File: src/rtl/i2c_seqrd_pkg.sv
package i2c_seqrd_pkg;

  typedef enum logic [3:0] {
    ST_IDLE,
    ST_DEV,
    ST_ADR,
    ST_ACKDRV,
    ST_ACK,
    ST_TX,
    ST_MACK,
    ST_MOK,
    ST_HOLD
  } rd_state_t;

endpackage

File: src/rtl/i2c_seqrd_bus.sv
module i2c_seqrd_bus #(
  parameter int SYNC_N = 2
) (
  input  logic clk,
  input  logic rst,
  input  logic scl_i,
  input  logic sda_i,
  output logic scl_s,
  output logic sda_s,
  output logic scl_rise,
  output logic scl_fall,
  output logic start_det,
  output logic stop_det
);

  logic [SYNC_N-1:0] scl_pipe, sda_pipe;
  logic scl_p, sda_p;

  always_ff @(posedge clk) begin
    if (rst) begin
      scl_pipe <= '1;
      sda_pipe <= '1;
      scl_p    <= 1'b1;
      sda_p    <= 1'b1;
    end else begin
      scl_pipe <= {scl_pipe[SYNC_N-2:0], scl_i};
      sda_pipe <= {sda_pipe[SYNC_N-2:0], sda_i};
      scl_p    <= scl_pipe[SYNC_N-1];
      sda_p    <= sda_pipe[SYNC_N-1];
    end
  end

  assign scl_s     = scl_pipe[SYNC_N-1];
  assign sda_s     = sda_pipe[SYNC_N-1];
  assign scl_rise  = scl_s & ~scl_p;
  assign scl_fall  = ~scl_s & scl_p;
  assign start_det = scl_s & scl_p & sda_p & ~sda_s;
  assign stop_det  = scl_s & scl_p & ~sda_p & sda_s;

endmodule

File: src/rtl/i2c_seqrd_ptr.sv
module i2c_seqrd_ptr #(
  parameter int             PTR_W    = 9,
  parameter logic [PTR_W-1:0] LAST     = 9'h10F,
  parameter logic [PTR_W-1:0] JUMP     = 9'h100,
  parameter logic [PTR_W-1:0] NV_FIRST = 9'h101,
  parameter logic [PTR_W-1:0] NV_LAST  = 9'h104
) (
  input  logic             clk,
  input  logic             rst,
  input  logic             load_i,
  input  logic [7:0]       byte_i,
  input  logic             adv_i,
  output logic [PTR_W-1:0] ptr_o,
  output logic             nv_o
);

  localparam logic [PTR_W-1:0] ONE = PTR_W'(1);

  logic [PTR_W-1:0] ptr_q, nxt;
  logic             nv_q;

  always_comb begin
    nxt = ptr_q;
    if (load_i)
      nxt = (byte_i == 8'hFF) ? JUMP : {{(PTR_W-8){1'b0}}, byte_i};
    else if (adv_i)
      nxt = (ptr_q == LAST) ? '0 : ptr_q + ONE;
  end

  always_ff @(posedge clk) begin
    if (rst) begin
      ptr_q <= '0;
      nv_q  <= 1'b0;
    end else begin
      ptr_q <= nxt;
      nv_q  <= (nxt >= NV_FIRST) && (nxt <= NV_LAST);
    end
  end

  assign ptr_o = ptr_q;
  assign nv_o  = nv_q;


  ptr_bound_chk: assert property (@(posedge clk) disable iff (rst)
    ptr_q <= LAST);


  ptr_wrap_chk: assert property (@(posedge clk) disable iff (rst)
    (adv_i && !load_i && ptr_q == LAST) |=> (ptr_q == '0));


  ptr_jump_chk: assert property (@(posedge clk) disable iff (rst)
    (load_i && byte_i == 8'hFF) |=> (ptr_q == JUMP));


  ptr_load_chk: assert property (@(posedge clk) disable iff (rst)
    (load_i && byte_i != 8'hFF) |=> (ptr_q[7:0] == $past(byte_i) && ptr_q[PTR_W-1:8] == '0));

endmodule

File: src/rtl/i2c_seqrd_slave.sv
module i2c_seqrd_slave
  import i2c_seqrd_pkg::*;
#(
  parameter int               LO_W     = 3,
  parameter logic [6-LO_W:0]  DEV_HI   = 4'b1010,
  parameter int               PTR_W    = 9,
  parameter logic [PTR_W-1:0] LAST     = 9'h10F,
  parameter logic [PTR_W-1:0] JUMP     = 9'h100,
  parameter logic [PTR_W-1:0] NV_FIRST = 9'h101,
  parameter logic [PTR_W-1:0] NV_LAST  = 9'h104,
  parameter int               SYNC_N   = 2
) (
  input  logic             clk,
  input  logic             rst,
  input  logic             scl_i,
  input  logic             sda_i,
  input  logic [LO_W-1:0]  dev_lo_i,
  output logic             sda_oe_o,
  output logic [PTR_W-1:0] mem_addr_o,
  output logic             mem_nv_o,
  input  logic [7:0]       mem_data_i
);

  localparam logic [3:0] LAST_BIT = 4'd7;
  localparam logic [3:0] BYTE_END = 4'd8;

  logic scl_s, sda_s, scl_rise, scl_fall, start_det, stop_det;

  i2c_seqrd_bus #(.SYNC_N(SYNC_N)) u_bus (
    .clk      (clk),
    .rst      (rst),
    .scl_i    (scl_i),
    .sda_i    (sda_i),
    .scl_s    (scl_s),
    .sda_s    (sda_s),
    .scl_rise (scl_rise),
    .scl_fall (scl_fall),
    .start_det(start_det),
    .stop_det (stop_det)
  );

  rd_state_t  st;
  logic [3:0] cnt;
  logic [7:0] sh;
  logic       rw_q, after_dev, oe_q, ld_q, adv_q;
  logic [7:0] in_byte;
  logic       dev_hit;

  assign in_byte = {sh[6:0], sda_s};
  assign dev_hit = (in_byte[7:1] == {DEV_HI, dev_lo_i});

  always_ff @(posedge clk) begin
    if (rst) begin
      st        <= ST_IDLE;
      cnt       <= '0;
      sh        <= '0;
      rw_q      <= 1'b0;
      after_dev <= 1'b0;
      oe_q      <= 1'b0;
      ld_q      <= 1'b0;
      adv_q     <= 1'b0;
    end else begin
      ld_q  <= 1'b0;
      adv_q <= 1'b0;
      if (stop_det) begin
        st   <= ST_IDLE;
        oe_q <= 1'b0;
        cnt  <= '0;
      end else if (start_det) begin
        st   <= ST_DEV;
        oe_q <= 1'b0;
        cnt  <= '0;
      end else begin
        unique case (st)
          ST_DEV, ST_ADR: if (scl_rise) begin
            sh  <= in_byte;
            cnt <= cnt + 4'd1;
            if (cnt == LAST_BIT) begin
              cnt <= '0;
              if (st == ST_DEV) begin
                if (dev_hit) begin
                  rw_q      <= sda_s;
                  after_dev <= 1'b1;
                  st        <= ST_ACKDRV;
                end else begin
                  st <= ST_HOLD;
                end
              end else begin
                ld_q      <= 1'b1;
                after_dev <= 1'b0;
                st        <= ST_ACKDRV;
              end
            end
          end
          ST_ACKDRV: if (scl_fall) begin
            oe_q <= 1'b1;
            st   <= ST_ACK;
          end
          ST_ACK: if (scl_fall) begin
            oe_q <= 1'b0;
            cnt  <= '0;
            if (after_dev && rw_q) begin
              sh   <= mem_data_i;
              oe_q <= ~mem_data_i[7];
              st   <= ST_TX;
            end else if (after_dev) begin
              st <= ST_ADR;
            end else begin
              st <= ST_HOLD;
            end
          end
          ST_TX: begin
            if (scl_rise) begin
              cnt <= cnt + 4'd1;
            end else if (scl_fall) begin
              if (cnt == BYTE_END) begin
                oe_q  <= 1'b0;
                adv_q <= 1'b1;
                st    <= ST_MACK;
              end else begin
                sh   <= {sh[6:0], 1'b0};
                oe_q <= ~sh[6];
              end
            end
          end
          ST_MACK: if (scl_rise) st <= sda_s ? ST_HOLD : ST_MOK;
          ST_MOK: if (scl_fall) begin
            sh   <= mem_data_i;
            oe_q <= ~mem_data_i[7];
            cnt  <= '0;
            st   <= ST_TX;
          end
          default: ;
        endcase
      end
    end
  end

  i2c_seqrd_ptr #(
    .PTR_W   (PTR_W),
    .LAST    (LAST),
    .JUMP    (JUMP),
    .NV_FIRST(NV_FIRST),
    .NV_LAST (NV_LAST)
  ) u_ptr (
    .clk   (clk),
    .rst   (rst),
    .load_i(ld_q),
    .byte_i(sh),
    .adv_i (adv_q),
    .ptr_o (mem_addr_o),
    .nv_o  (mem_nv_o)
  );

  assign sda_oe_o = oe_q;


  drive_low_scl_chk: assert property (@(posedge clk) disable iff (rst)
    $rose(oe_q) |-> !scl_s);


  stop_release_chk: assert property (@(posedge clk) disable iff (rst)
    stop_det |=> !oe_q);


  start_release_chk: assert property (@(posedge clk) disable iff (rst)
    start_det |=> (!oe_q && cnt == '0));


  hold_quiet_chk: assert property (@(posedge clk) disable iff (rst)
    (st == ST_HOLD && !start_det) |=> !oe_q);

endmodule

File: config.mk
export PLATFORM = sky130hd
export DESIGN_NAME = i2c_seqrd_slave
export DESIGN_NICKNAME = d
export VERILOG_FILES = /design/src/rtl/i2c_seqrd_pkg.sv /design/src/rtl/i2c_seqrd_bus.sv /design/src/rtl/i2c_seqrd_ptr.sv /design/src/rtl/i2c_seqrd_slave.sv
export SDC_FILE = /design/constraint.sdc
export NUM_CORES = 1
export LEC_CHECK = 0
export CORE_MARGIN = 2
export CORE_UTILIZATION = 24
export DETAILED_ROUTE_END_ITERATION = 10
export GPL_TIMING_DRIVEN = 0
export PLACE_DENSITY = 0.4
export SLEW_MARGIN = 10
export SYNTH_ARGS = -nofsm -noshare
export SYNTH_HDL_FRONTEND = slang
export SYNTH_SLANG_ARGS = --single-unit
File: constraint.sdc
create_clock -name clk -period 5.3 [get_ports clk]
set_input_delay 1.06 -clock clk [delete_from_list [all_inputs] [get_ports clk]]
set_output_delay 1.06 -clock clk [all_outputs]
set_load 0.01 [all_outputs]
==> reports/qor.txt <==
Status -> finished clean
I/O pins -> 26
Core ar. -> 0.00920 sq mm
DRT iter0 DRCs -> 84
Post-synth EDFFs -> 0
Final setup fails -> 0
FP Rows -> 35
RSZ-0062 raised after global routing -> false
Max stage delay on crit path -> 500 ps
Tightest Hold Check Type -> flip-flop to flip-flop
Unique masters post-synth -> 60
Final Skew -> 12.9 ps
Post-CTS sizing -> 0
Post-Syn Area -> 0.00226 sq mm
Post-layout instance area -> 0.00279 sq mm
Final period util -> 0.458
First-pass GRT wire length -> 10,800 um
Worst Path Max Fanout -> 3
Share of the synthesized area in the top cell type -> 0.327
Main flop type after synthesis -> dfxtp_1
Vias in the first global route -> 2,017
Residual DRC -> 0
Asr flop ratio synth -> 0
Hold Slack -> 415 ps
WS Path Type -> input pin to flip-flop
Final worst slack -> 2870 ps
Crit-path slowest cell -> clkdlybuf4s50_1
Grt ovf -> 0
Dpl cell area -> 0.00265 sq mm
Total track usage -> 0.135
Core Util, Final -> 0.303
Post-Place Setup Slack -> 2510 ps
Worst Path Arrival -> 2630 ps
Largest area contributor in the netlist -> dfxtp_1
Vias per inst -> 5.17
Final nets -> 322
Worst-path clk slew -> 80 ps
Final hold viol count -> 0
Diode count -> 0
Non-filler instance count after layout -> 416
Commonest cells in the netlist -> 37 x dfxtp_1, 24 x a21oi_1, 19 x nor2_1
Post-CTS Setup Inserts -> 0
Share of layout cells above drive strength 1 -> 0.0918
Setup TNS Final -> 0 ps
Root Driver -> clkbuf_8
Initial antenna violation count -> 0
Max-cap violations -> 0
Detailed placer's ending HPWL -> 4880 um
Starting Density -> 0.246
Syn Inst Count -> 272
Clk Latency, worst-skew pair -> 300 ps
Routability cong. -> 0.801
DRT Wirelength -> 6620 um
# hold bufs at CTS -> 0
Top cells by area, synth -> dfxtp_1 33%, a21oi_1 5.3%, mux2i_1 4.0%
FF+latch area -> 741 sq um
Register area share after synthesis -> 0.327
Fmax -> 412 MHz
Largest net degree at the start of global routing -> 13
Final antenna-violating net count -> 0
Data required time of the worst path -> 5500 ps
Port bufs -> 25
Via Count -> 2,151
CP Launch Type -> input pin
Die H -> 101 um
FILL cells -> 991
Fin. max-slew vios -> 0
Slew HR -> 0.475
Seq cells post-synth -> 37
P&R area growth vs syn -> 23.1%
Power Total -> 0.622 mW
Static Leak -> 0.941 nW
Die Area -> 0.0102 sq mm
Routed len/inst -> 15.9 um
Ys Warns -> 0
CTS tree -> done
Multi-input logic area -> 0.00140 sq mm
Crit path time final -> 2430 ps
Syn_area_per_cell -> 8.33 sq um
DRT Pass-1 Iters -> 4
CTS sink count -> 37
TritonCTS Buffers -> 5
Pwr per Cell Area -> 223 mW/mm^2
VDD IR max -> 0.0896 mV
Tightest Pin Transition -> 777 ps
Placed cells -> 408
Crit. End Element -> flip-flop
Worst path cell trace -> clkdlybuf4s50_1, xnor2_1, nand4_1, o21a_1, o211a_1, a211oi_1
CTS Buffer Depth -> 2
Die Wd -> 101 um
Max H-tree Level -> 2
Syn_nets -> 290
Top-count cell post-synth -> dfxtp_1
[placed cells by master, fill, tap and decap left out, types with 2 or more instances in the layout]
| master | instances |
|---|---|
| a21o_1 | 5 |
| xnor2_1 | 7 |
| mux2i_1 | 9 |
| o21ai_0 | 17 |
| nor2_1 | 19 |
| a22oi_1 | 4 |
| buf_6 | 2 |
| o21a_1 | 3 |
| or3_1 | 2 |
| and3_1 | 3 |
| nand3b_1 | 4 |
| nor3b_1 | 2 |
| clkdlybuf4s50_1 | 25 |
| nor4_1 | 3 |
| clkbuf_8 | 5 |
| a211oi_1 | 2 |
| o211a_1 | 2 |
| buf_2 | 4 |
| dfxtp_1 | 37 |
| nor3_1 | 4 |
| a311oi_2 | 2 |
| bufinv_16 | 2 |
| clkbuf_1 | 9 |
| nand2_1 | 16 |
| a41oi_1 | 2 |
| or2_2 | 7 |
| xor2_1 | 4 |
| nand2b_1 | 3 |
| a21oi_1 | 24 |
| nor2b_1 | 5 |
| and4_1 | 4 |
| a31oi_1 | 5 |
| nand4_1 | 5 |
| a311oi_1 | 8 |
| ha_1 | 3 |
| nand3_1 | 9 |
| inv_1 | 9 |
| and2_1 | 3 |
[worst max-delay path: cells and delay by family]
family          cells  cell delay (ps)
compound gates      3              720
simple gates        1              190
xor+xnor            1              160
buf+inv             1              500
[power breakdown]
group	switching, mW	internal (mW)	leakage [nW]
Clock	0.112	0.187	0.0681
Sequential	0.00306	0.280	0.299
Combinational	0.0210	0.0189	0.573
[worst paths after layout]
path	startpoint	endpoint	slack, ps	cells after the start
worst max register to register	u_ptr.ptr_o[0]$_SDFF_PP0_	u_ptr.nv_o$_SDFF_PP0_	3190	6
worst min register to register	u_bus.sda_pipe[0]$_SDFF_PP1_	u_bus.sda_pipe[1]$_SDFF_PP1_	410	1
worst min-delay path	u_bus.sda_pipe[0]$_SDFF_PP1_	u_bus.sda_pipe[1]$_SDFF_PP1_	410	1
worst max-delay path	dev_lo_i[0]	st[0]$_SDFFE_PP0P_	2870	6
[cell type report]
cell class,instances,area share
buffer,17,0.0314
clock buffer,5,0.0247
clock inverter,3,0.0233
inverter,9,0.0121
multi-input combinational,209,0.503
sequential,37,0.266
tap,111,0.0498
timing repair buffer,25,0.0898
[state kept, by name, summed over array words and instances (netlist names)]
name	flops
rw_q	1
sda_oe_o	1
u_bus.sda_pipe	2
after_dev	1
u_bus.scl_pipe	2
adv_q	1
st	4
u_ptr.nv_o	1
ld_q	1
cnt	4
u_bus.scl_p	1
u_ptr.ptr_o	9
sh	8
u_bus.sda_p	1
[kinds of logic (layout without fill, tap and decap cells)]
family / Yosys count / in the layout / synth area share
mux: 10 / 10 / 0.0448
xor+xnor: 11 / 11 / 0.0425
compound gates: 88 / 88 / 0.271
buf+inv: 26 / 59 / 0.0536
flops: 37 / 37 / 0.327
fa+ha+maj: 3 / 3 / 0.0166
simple gates: 97 / 97 / 0.244
[metal layers]
layer,share of wire,track usage,up-vias
li1,-,-,1087
met1,0.48,0.185,1008
met2,0.46,0.211,45
met3,0.035,0.0297,11
met4,0.023,0.0457,0
met5,0,0,-
Note: power is estimated with default switching activity, not from simulation.
